==> src/rtl/wpc_pkg.sv <==
package wpc_pkg;
  localparam int DEF_TAPS = 100;

  typedef struct packed {
    logic sel_n;
    logic dir;
    logic strobe;
  } wpc_ctl_t;

  localparam wpc_ctl_t CTL_IDLE = '{sel_n: 1'b1, dir: 1'b0, strobe: 1'b1};
endpackage

==> src/rtl/wpc_sync.sv <==
module wpc_sync #(
  parameter int                WIDTH   = 3,
  parameter int                STAGES  = 2,
  parameter logic [WIDTH-1:0]  RST_VAL = '0
) (
  input  logic             clk,
  input  logic             rst_n,
  input  logic [WIDTH-1:0] d_i,
  output logic [WIDTH-1:0] q_o
);
  logic [WIDTH-1:0] stage_q [STAGES];

  genvar s;
  generate
    for (s = 0; s < STAGES; s++) begin : g_stage
      always_ff @(posedge clk or negedge rst_n) begin
        if (!rst_n) begin
          stage_q[s] <= RST_VAL;
        end else begin
          if (s == 0) stage_q[s] <= d_i;
          else        stage_q[s] <= stage_q[(s > 0) ? s - 1 : 0];
        end
      end
    end
  endgenerate

  assign q_o = stage_q[STAGES-1];
endmodule

==> src/rtl/wpc_counter.sv <==
module wpc_counter #(
  parameter int TAPS  = 100,
  parameter int POS_W = 7
) (
  input  logic             clk,
  input  logic             rst_n,
  input  logic             sel_n_s,
  input  logic             dir_s,
  input  logic             strobe_s,
  input  logic             load_en,
  input  logic [POS_W-1:0] load_val,
  output logic [POS_W-1:0] pos
);
  localparam logic [POS_W-1:0] MAX_POS = POS_W'(TAPS - 1);

  logic             strobe_d;
  logic             fall;
  logic             step;
  logic             upd;
  logic [POS_W-1:0] pos_q;
  logic [POS_W-1:0] pos_d;

  always_comb begin
    fall = strobe_d & ~strobe_s;
    step = fall & ~sel_n_s;
    upd  = load_en | step;
    pos_d = pos_q;
    if (load_en) begin
      pos_d = (load_val > MAX_POS) ? MAX_POS : load_val;
    end else if (step) begin
      if (dir_s) pos_d = (pos_q == MAX_POS) ? pos_q : pos_q + 1'b1;
      else       pos_d = (pos_q == '0)      ? pos_q : pos_q - 1'b1;
    end
  end

  always_ff @(posedge clk or negedge rst_n) begin
    if (!rst_n) begin
      strobe_d <= 1'b1;
    end else begin
      strobe_d <= strobe_s;
    end
  end

  always_ff @(posedge clk or negedge rst_n) begin
    if (!rst_n) begin
      pos_q <= '0;
    end else if (upd) begin
      pos_q <= pos_d;
    end
  end

  assign pos = pos_q;

  p_in_range_r12: assert property (@(posedge clk) disable iff (!rst_n)
    pos_q <= MAX_POS);
  p_up_step_r2: assert property (@(posedge clk) disable iff (!rst_n)
    (step && dir_s && !load_en && pos_q < MAX_POS) |=> pos_q == $past(pos_q) + 1'b1);
  p_dn_step_r3: assert property (@(posedge clk) disable iff (!rst_n)
    (step && !dir_s && !load_en && pos_q != '0) |=> pos_q == $past(pos_q) - 1'b1);
  p_top_clamp_r4: assert property (@(posedge clk) disable iff (!rst_n)
    (step && dir_s && !load_en && pos_q == MAX_POS) |=> pos_q == MAX_POS);
  p_bottom_clamp_r5: assert property (@(posedge clk) disable iff (!rst_n)
    (step && !dir_s && !load_en && pos_q == '0) |=> pos_q == '0);
  p_deselect_hold_r6: assert property (@(posedge clk) disable iff (!rst_n)
    (sel_n_s && !load_en) |=> $stable(pos_q));
  p_rise_hold_r7: assert property (@(posedge clk) disable iff (!rst_n)
    (strobe_s && !load_en) |=> $stable(pos_q));
  p_load_r10: assert property (@(posedge clk) disable iff (!rst_n)
    (load_en && load_val <= MAX_POS) |=> pos_q == $past(load_val));
  p_load_clamp_r10: assert property (@(posedge clk) disable iff (!rst_n)
    (load_en && load_val > MAX_POS) |=> pos_q == MAX_POS);
endmodule

==> src/rtl/wpc_decode.sv <==
module wpc_decode #(
  parameter int TAPS  = 100,
  parameter int POS_W = 7
) (
  input  logic             clk,
  input  logic             rst_n,
  input  logic [POS_W-1:0] pos,
  output logic [TAPS-1:0]  tap
);
  genvar i;
  generate
    for (i = 0; i < TAPS; i++) begin : g_tap
      assign tap[i] = (pos == POS_W'(i));
    end
  endgenerate

  p_one_hot_r9: assert property (@(posedge clk) disable iff (!rst_n)
    $countones(tap) == 1);
  p_tap_match_r9: assert property (@(posedge clk) disable iff (!rst_n)
    tap[pos] == 1'b1);
endmodule

==> src/rtl/wiper_pos_ctrl.sv <==
module wiper_pos_ctrl #(
  parameter int TAPS  = wpc_pkg::DEF_TAPS,
  parameter int POS_W = $clog2(TAPS)
) (
  input  logic             clk,
  input  logic             rst_n,
  input  logic             sel_n_i,
  input  logic             dir_i,
  input  logic             strobe_i,
  input  logic             load_en_i,
  input  logic [POS_W-1:0] load_val_i,
  output logic [POS_W-1:0] pos_o,
  output logic [TAPS-1:0]  tap_o
);
  import wpc_pkg::*;

  wpc_ctl_t ctl_raw;
  wpc_ctl_t ctl_s;

  assign ctl_raw = '{sel_n: sel_n_i, dir: dir_i, strobe: strobe_i};

  wpc_sync #(
    .WIDTH  ($bits(wpc_ctl_t)),
    .STAGES (2),
    .RST_VAL(CTL_IDLE)
  ) u_sync (
    .clk  (clk),
    .rst_n(rst_n),
    .d_i  (ctl_raw),
    .q_o  (ctl_s)
  );

  wpc_counter #(
    .TAPS (TAPS),
    .POS_W(POS_W)
  ) u_counter (
    .clk     (clk),
    .rst_n   (rst_n),
    .sel_n_s (ctl_s.sel_n),
    .dir_s   (ctl_s.dir),
    .strobe_s(ctl_s.strobe),
    .load_en (load_en_i),
    .load_val(load_val_i),
    .pos     (pos_o)
  );

  wpc_decode #(
    .TAPS (TAPS),
    .POS_W(POS_W)
  ) u_decode (
    .clk  (clk),
    .rst_n(rst_n),
    .pos  (pos_o),
    .tap  (tap_o)
  );
endmodule

==> config.mk <==
export PLATFORM = sky130hd
export DESIGN_NAME = wiper_pos_ctrl
export DESIGN_NICKNAME = d
export VERILOG_FILES = /design/src/rtl/wpc_pkg.sv /design/src/rtl/wpc_sync.sv /design/src/rtl/wpc_counter.sv /design/src/rtl/wpc_decode.sv /design/src/rtl/wiper_pos_ctrl.sv
export SDC_FILE = /design/constraint.sdc
export NUM_CORES = 1
export LEC_CHECK = 0
export ABC_AREA = 1
export BUFFER_PORTS_ARGS = -buffer_cell sky130_fd_sc_hd__buf_2
export CORE_MARGIN = 1.5
export CORE_UTILIZATION = 35
export CTS_BUF_LIST = sky130_fd_sc_hd__clkbuf_8
export DETAILED_ROUTE_END_ITERATION = 8
export GPL_TIMING_DRIVEN = 1
export PLACE_DENSITY = 0.72
export SYNTH_ARGS = -nofsm -noshare
export SYNTH_HDL_FRONTEND = slang
export SYNTH_HIERARCHICAL = 1
export SYNTH_SLANG_ARGS = --single-unit
export TNS_END_PERCENT = 10
==> constraint.sdc <==
create_clock -name clk -period 2.2 [get_ports clk]
set_input_delay 0.11 -clock clk [delete_from_list [all_inputs] [get_ports clk]]
set_output_delay 0.11 -clock clk [all_outputs]
set_load 0.03 [all_outputs]
# After elaboration in Yosys (flattened, before gate mapping)
# Index checks and enable logic that the tools add are counted.
[totals]
output_inout_bits = 107
regBits = 14
inputBits = 13
elab_cells = 122
[op_classes]
bitwise_logic = 5
n_mux = 6
reduce_logical = 3
order_cmp = 1
n_eq_ne = 101
n_addsub = 2
[op_table]
columns = ["operator", "count"]
rows = [
  ["$eq A7 B7 Y1 const B", 36],
  ["$eq A7 B6 Y1 const B", 32],
  ["$eq A7 B5 Y1 const B", 16],
  ["$eq A7 B4 Y1 const B", 8],
  ["$mux W7", 6],
  ["$eq A7 B3 Y1 const B", 4],
  ["$eq A7 B2 Y1 const B", 2],
  ["$add A7 B1 Y7 const B", 1],
  ["$eq A7 B1 Y1 const B", 1],
  ["$gt A7 B7 Y1 const B", 1],
  ["$logic_not A7 Y1", 1],
  ["$sub A7 B1 Y7 const B", 1],
  ["$reduce_and A4 Y1", 1],
  ["$ne A3 B2 Y1 const B", 1],
  ["$ne A3 B3 Y1 const B", 1],
  ["$and A1 B1 Y1", 2],
  ["$not A1 Y1", 2],
  ["$reduce_bool A2 Y1", 1],
  ["$or A1 B1 Y1", 1],
]

# Logic depth before layout (Yosys ltp)
# Gate-level depths: netlist of the first run.
[logic_depth]
ltp_word = 5
ltp_mapped = 11
mapped_depth_nobuf = 10

# Modules after synthesis
# Netlist of the first run, hierarchy kept.
[modules_own_cells]
columns = ["module", "seq_area_each_um2", "n_inst", "cells_each", "area_each_um2"]
rows = [
  ["wpc_counter", 201.4, 1, 136, 822.0],
  ["wpc_decode", 0.0, 1, 146, 574.3],
  ["wpc_sync", 155.1, 1, 9, 177.7],
]

# Least setup slack after synthesis of the first run
# Ideal clock, no wire load.
[synth_timing]
kind = "register -> output"
startpoint = "reg u_counter.pos_q[5] (netlist: u_counter/pos[5])"
endpoint = "out tap_o[80]"
t_arrival_ns = 1.553
slack_ns = 0.537
stages_incl_launch_ff = 5
required_time_ns = 2.090
n_path_buf = 1
path_cell_list = "dfrtp_1 inv_1 nand3_1 buf_2 nor2_1"
[synth_via]
elab_chain_cells = 1
[synth_lines]
columns = ["element", "line_no", "rtl"]
rows = [
  ["start: declaration", "wpc_counter.sv:20", "logic [POS_W-1:0] pos_q;"],
  ["start signal: assignment", "wpc_counter.sv:48", "pos_q <= pos_d;"],
  ["$eq A7 B7 Y1", "wpc_decode.sv:13", "assign tap[i] = (pos == POS_W'(i));"],
  ["end: declaration", "wiper_pos_ctrl.sv:13", "output logic [TAPS-1:0] tap_o"],
]
# No other way between the ends.

# Final worst setup path of the first run
[layout_timing]
startpoint = "reg u_counter.pos_q[5] (netlist: u_counter/pos[5])"
endpoint = "out tap_o[85]"
# Same word-level chain as after synthesis.

==> flow_summary.yaml, run 1 <==
global_route:
  antenna_found_initial: 0
  grt_overflow: 0
  grt_pass1_wl_mm: 8.70
  grt.total_usage: 0.212
  top_usage_layer: "met2"
  grtUsageMet2: 0.407
  use_met1: 0.255
  grt_start_max_net_pins: 17
  grt_pass1_vias: 1903
  grtUsageMet3: 0.0317
timing:
  finalSetupTns_ns: 0
  fin_crit_ns: 2.01
  setup_viol: 0
  fmax_mhz: 497
  hold_viol: 0
  slew_viol_final: 0
  setup_slack_ns: 0.190
  period_share: 0.914
  worst_pin_slew_ns: 0.657
  slew_headroom: 0.561
  fin_skew_ns: 0.00568
  rsz0062_at_grt: "no"
cts:
  numCtsBuffers: 3
  root_buffer: "clkbuf_8"
  cts_tree: "built"
  insertion_delay_ns: 0.25
  cts_htree_levels: 1
  cts_setup_buffers: 0
  cts_sinks: 14
  path_clk_slew_ns: 0.06
  cts_buffer_depth: 2
power_and_ir_drop:
  p_per_area_nw_per_um2: 589
  peakVddDrop_mv: 0.490
  leakage_nw: 1.42
logic_synthesis:
  synth.distinct_cells: 21
  yosysSeqAreaShare: 0.227
  synth-edff-count: 0
  yosys_register_bits: 14
  synth_ff_type: "dfrtp_1"
  netlist_area_sq_um: 1570
  syn_inst: 291
  yosys_warnings: 6
  syn_nets: 310
  async_reset_ff_frac: 1.00
  syn_avg_cell_area_sq_um: 5.41
die:
  initial_core_util: 0.361
  io_pins: 120
  chipHeight_um: 70.1
  dieArea_sq_um: 4910
  coreArea_sq_um: 4350
  rows: 24
  dieWidth_um: 70.1
critical_path:
  ff2ff_path_depth: 9
  crit_path_end_kind: "output pin"
  crit_slowest_cell: "dfrtp_1"
  worstPathRequired_ns: 2.09
  cp-start-kind: "flip-flop"
  path_max_fanout: 16
  criticalPathCategory: "reg -> out"
  max_stage_delay_ns: 0.50
  cp_cell_sequence: "inv_1 > nand3_1 > nor2_1 > buf_2"
  worstPathArrival_ns: 1.90
min_path:
  min_path_cells: 5
  hp-class: "in -> reg"
routing:
  drt_iter0_drc: 135
  vias_per_cell: 4.71
  routed_wl_mm: 5.26
  drcViolationCount: 0
  num_vias: 2167
  detail_route.wl_per_cell_um: 11.4
  ant_nets: 0
  detail_route.first_pass.iterations: 5
finish:
  final_nets: 428
  antenna_cells: 0
  area_delta_synth_final_pct: 43.6
  final_cell_mix: "nor2_1, buf_2, nand2_1"
  fin_cells: 460
  drive_gt1_frac: 0.336
  final_common_cell: "nor2_1"
placement:
  pre_cts_slack_ns: 0.502
  gp_congestion: 0.870
  numPortBuffers: 119
  hpwl_mm: 4.18
  placedCellCount: 452
run_status:
  status: "complete, no violations"
job:
  drv_cap: 0
==> state kept, by name, summed over array words and instances, names as in the netlist <==
name,flops
u_counter/pos,7
u_counter/strobe_d,1
u_sync/stage_q,3
u_sync/q_o,3
==> per-stage QoR <==
step	total power, mW	util	instance area, sq um	hold WS (ns)
3_5_place_dp	1.08	0.496	2160	0.0162
3_3_place_gp	1.07	0.496	2160	0.0139
4_1_cts	1.34	0.518	2260	0.160
5_1_grt	1.45	0.519	2260	0.192
2_1_floorplan	0.900	-	1570	-0.186
6_report	1.33	0.519	2260	0.163
==> cell families (layout without fill, tap and decap cells) <==
| kind of cell | Yosys count | count (layout) | synth area share |
|---|---|---|---|
| AO/OA/AOI/OAI | 14 | 14 | 0.0485 |
| AND/OR/NAND/NOR | 213 | 213 | 0.543 |
| flip-flops | 14 | 14 | 0.227 |
| buffers and inverters | 44 | 161 | 0.130 |
| adder cells (fa/ha/maj) | 6 | 6 | 0.0525 |
==> path summary, 6_finish.rpt <==
kind	endpoint	startpoint	slack (ns)
max	tap_o[85]	u_counter/pos[5]	0.19
max in group asynchronous	u_sync/stage_q[5]	rst_n	1.62
min	u_counter/pos[5]	load_val_i[5]	0.16
min reg2reg	u_sync/q_o[1]	u_sync/stage_q[4]	0.36
max reg2reg	u_counter/pos[6]	u_counter/pos[0]	0.57
min in group asynchronous	u_sync/stage_q[4]	rst_n	0.28
==> cells in the mapped netlist, types with 2 or more instances <==
| cell type | n | share of area |
|---|---|---|
| inv_1 | 32 | 0.076 |
| nand3_1 | 18 | 0.057 |
| dfstp_2 | 5 | 0.083 |
| nor2_2 | 2 | 0.0079 |
| o21ai_0 | 7 | 0.022 |
| ha_1 | 5 | 0.040 |
| nand2_1 | 68 | 0.16 |
| nand3_2 | 2 | 0.013 |
| a21oi_1 | 5 | 0.016 |
| dfrtp_1 | 9 | 0.14 |
| buf_2 | 2 | 0.0064 |
| nor2_1 | 121 | 0.29 |
| buf_4 | 7 | 0.033 |
==> worst max-delay path, delay by kind of cell (launching register included) <==
family	cells	cell delay, ns
buffers and inverters	2	0.40
DFF	1	0.50
and+or+nand+nor	2	0.75
==> final cells by class <==
class | instances | area (sq um)
inverter | 34 | 130
sequential | 14 | 357
fill | 473 | 2090
timing repair buffer | 123 | 636
multi-input combinational | 233 | 1020
tap | 52 | 65.1
clock buffer | 4 | 55.1
==> routing by layer <==
metal	up-vias	part of all wire
li1	1110	-
met1	980	0.43
met2	75	0.51
met3	2	0.063
met4	0	0.0023
met5	-	0
==> power breakdown <==
| group | internal, mW | switching (mW) | total (mW) |
|---|---|---|---|
| clock | 0.158 | 0.0900 | 0.248 |
| sequential | 0.292 | 0.0775 | 0.369 |
| combinational | 0.194 | 0.520 | 0.714 |
==> repair_timing <==
item / 4_1_cts / 5_1_grt
resized for setup: 0 / 1
endpoints found under the hold margin: 12 / 0
endpoints found under the setup margin: 0 / 3
hold buffers: 4 / 0
Power figures use the tool's default switching activity.
==> run 2: changes to the inputs <==
--- a/config.mk
+++ b/config.mk
@@ -7,6 +7,7 @@
 export LEC_CHECK = 0
 export ABC_AREA = 1
 export BUFFER_PORTS_ARGS = -buffer_cell sky130_fd_sc_hd__buf_2
+export CORE_ASPECT_RATIO = 1.25
 export CORE_MARGIN = 1.5
 export CORE_UTILIZATION = 35
 export CTS_BUF_LIST = sky130_fd_sc_hd__clkbuf_8
==> run 2 against run 1 <==
Compared with the run above: sequential power about the same; total power increased by 1.3%; cell area increased by 1.0%; global-route usage increased by 1.4 points; non-clock buffer count increased by 2; clock-buffer cell count unchanged.
==> flow_summary.yaml, run 2 (synthesis results as in run 1) <==
timing:
  finalSetupTns_ns: 0
  hold_viol: 0
  setup_viol: 0
  fin_skew_ns: 0.00453
  fmax_mhz: 497
  rsz0062_at_grt: "no"
  slew_viol_final: 0
  fin_worst_hold_slack_ns: 0.165
  slew_headroom: 0.566
  fin_crit_ns: 2.01
  worst_pin_slew_ns: 0.650
  period_share: 0.915
routing:
  vias_per_cell: 4.77
  drt_iter0_drc: 86
  detail_route.wl_per_cell_um: 12.0
  ant_nets: 0
  routed_wl_mm: 5.60
  detail_route.first_pass.iterations: 4
  num_vias: 2233
  drcViolationCount: 0
power_and_ir_drop:
  switchingPower_uw: 698
  intPower_uw: 652
  p_per_area_nw_per_um2: 591
  p_comb_frac: 0.544
  power_frac_clock: 0.183
  peakVddDrop_mv: 0.430
  swShare: 0.517
  leakage_nw: 1.43
  pwr-share-seq: 0.274
die:
  rows: 27
  dieArea_sq_um: 4910
  dieWidth_um: 63.0
  initial_core_util: 0.361
  chipHeight_um: 78.0
  coreArea_sq_um: 4360
  io_pins: 120
cts:
  cts_htree_levels: 1
  cts_sinks: 14
  root_buffer: "clkbuf_8"
  insertion_delay_ns: 0.24
  cts_setup_buffers: 0
  path_clk_slew_ns: 0.06
  cts_tree: "built"
  cts_buffer_depth: 2
  numCtsBuffers: 3
critical_path:
  criticalPathCategory: "reg -> out"
  path_max_fanout: 16
  worstPathArrival_ns: 1.90
  ff2ff_path_depth: 10
  rrSetupSlack_ns: 0.56
  r2r-start: "u_sync/q_o[1]"
  startpoint: "u_counter/pos[5]"
  cp-start-kind: "flip-flop"
  worstPathRequired_ns: 2.09
  endpoint: "tap_o[22]"
  r2r-end: "u_counter/pos[6]"
  crit_path_end_kind: "output pin"
placement:
  hpwl_mm: 4.43
  numPortBuffers: 119
  placedCellCount: 460
  gp_congestion: 0.922
run_status:
  status: "complete, no violations"
global_route:
  grt_pass1_wl_mm: 9.11
  grt_overflow: 0
  grt_start_max_net_pins: 17
  grt_pass1_vias: 1971
  antenna_found_initial: 0
  grt.total_usage: 0.226
finish:
  area_delta_synth_final_pct: 45.1
  drive_gt1_frac: 0.339
  final_cell_mix: "nor2_1, buf_2, nand2_1"
  final_common_cell: "nor2_1"
  fin_cells: 468
  largest_register_ffs: 7
  antenna_cells: 0
  final_nets: 430
  fillCellCount: 464
min_path:
  hp-class: "in -> reg"
  min_path_cells: 5
job:
  drv_cap: 0
[run 2: how the worst min path moves through the flow]
| stage | startpoint | end | slack (ns) |
|---|---|---|---|
| 6_report | load_val_i[5] | u_counter/pos[5] | 0.16 |
| 4_1_cts | load_val_i[6] | u_counter/pos[6] | 0.16 |
| 2_1_floorplan | rst_n | u_counter/pos[0] | -0.19 |
| 3_3_place_gp | rst_n | u_sync/stage_q[4] | 0.02 |
| 3_5_place_dp | rst_n | u_counter/pos[3] | 0.02 |
| 5_1_grt | load_val_i[6] | u_counter/pos[6] | 0.19 |
[run 2: critical path, stage by stage (launching register included)]
cell     delay (ns)
dfrtp_1        0.49
inv_1          0.17
nand3_1        0.49
nor2_1         0.29
buf_2          0.23
[run 2: final cells by class]
type                       count  area [sq um]  share of cell area
clock buffer                   4          55.1              0.0241
inverter                      34           130              0.0570
timing repair buffer         125           651               0.285
tap                           58          72.6              0.0318
multi-input combinational    233          1020               0.446
sequential                    14           357               0.156
[run 2: power groups by stage]
stage               clock (mW)  sequential, mW  combinational (mW)
global placement             0           0.366               0.717
detailed placement           0           0.371               0.724
finish                   0.247           0.369               0.733
global route             0.261           0.379               0.821
floorplan                    0           0.397               0.503
CTS                      0.253           0.367               0.732
[run 2: what timing repair did]
action	CTS	global route
setup endpoints to repair	0	4
gates resized for setup	0	1
hold buffers	4	0
hold endpoints to repair	12	0
[run 2: metrics by stage]
step	instance area (sq um)	util	power, mW	setup slack [ns]
4_1_cts	2280	0.523	1.35	0.172
3_5_place_dp	2180	0.501	1.09	0.448
5_1_grt	2280	0.524	1.46	0.00526
6_report	2280	0.524	1.35	0.186
3_3_place_gp	2180	0.501	1.08	0.499
2_1_floorplan	1570	-	0.900	0.537
[run 2: layer usage]
metal  share of wire  vias to the layer above  global-route usage
met5               0                        -                   0
met1            0.39                      996               0.270
met3            0.10                        9              0.0333
met4           0.011                        0              0.0489
met2            0.50                      112               0.421
li1                -                     1116                   -
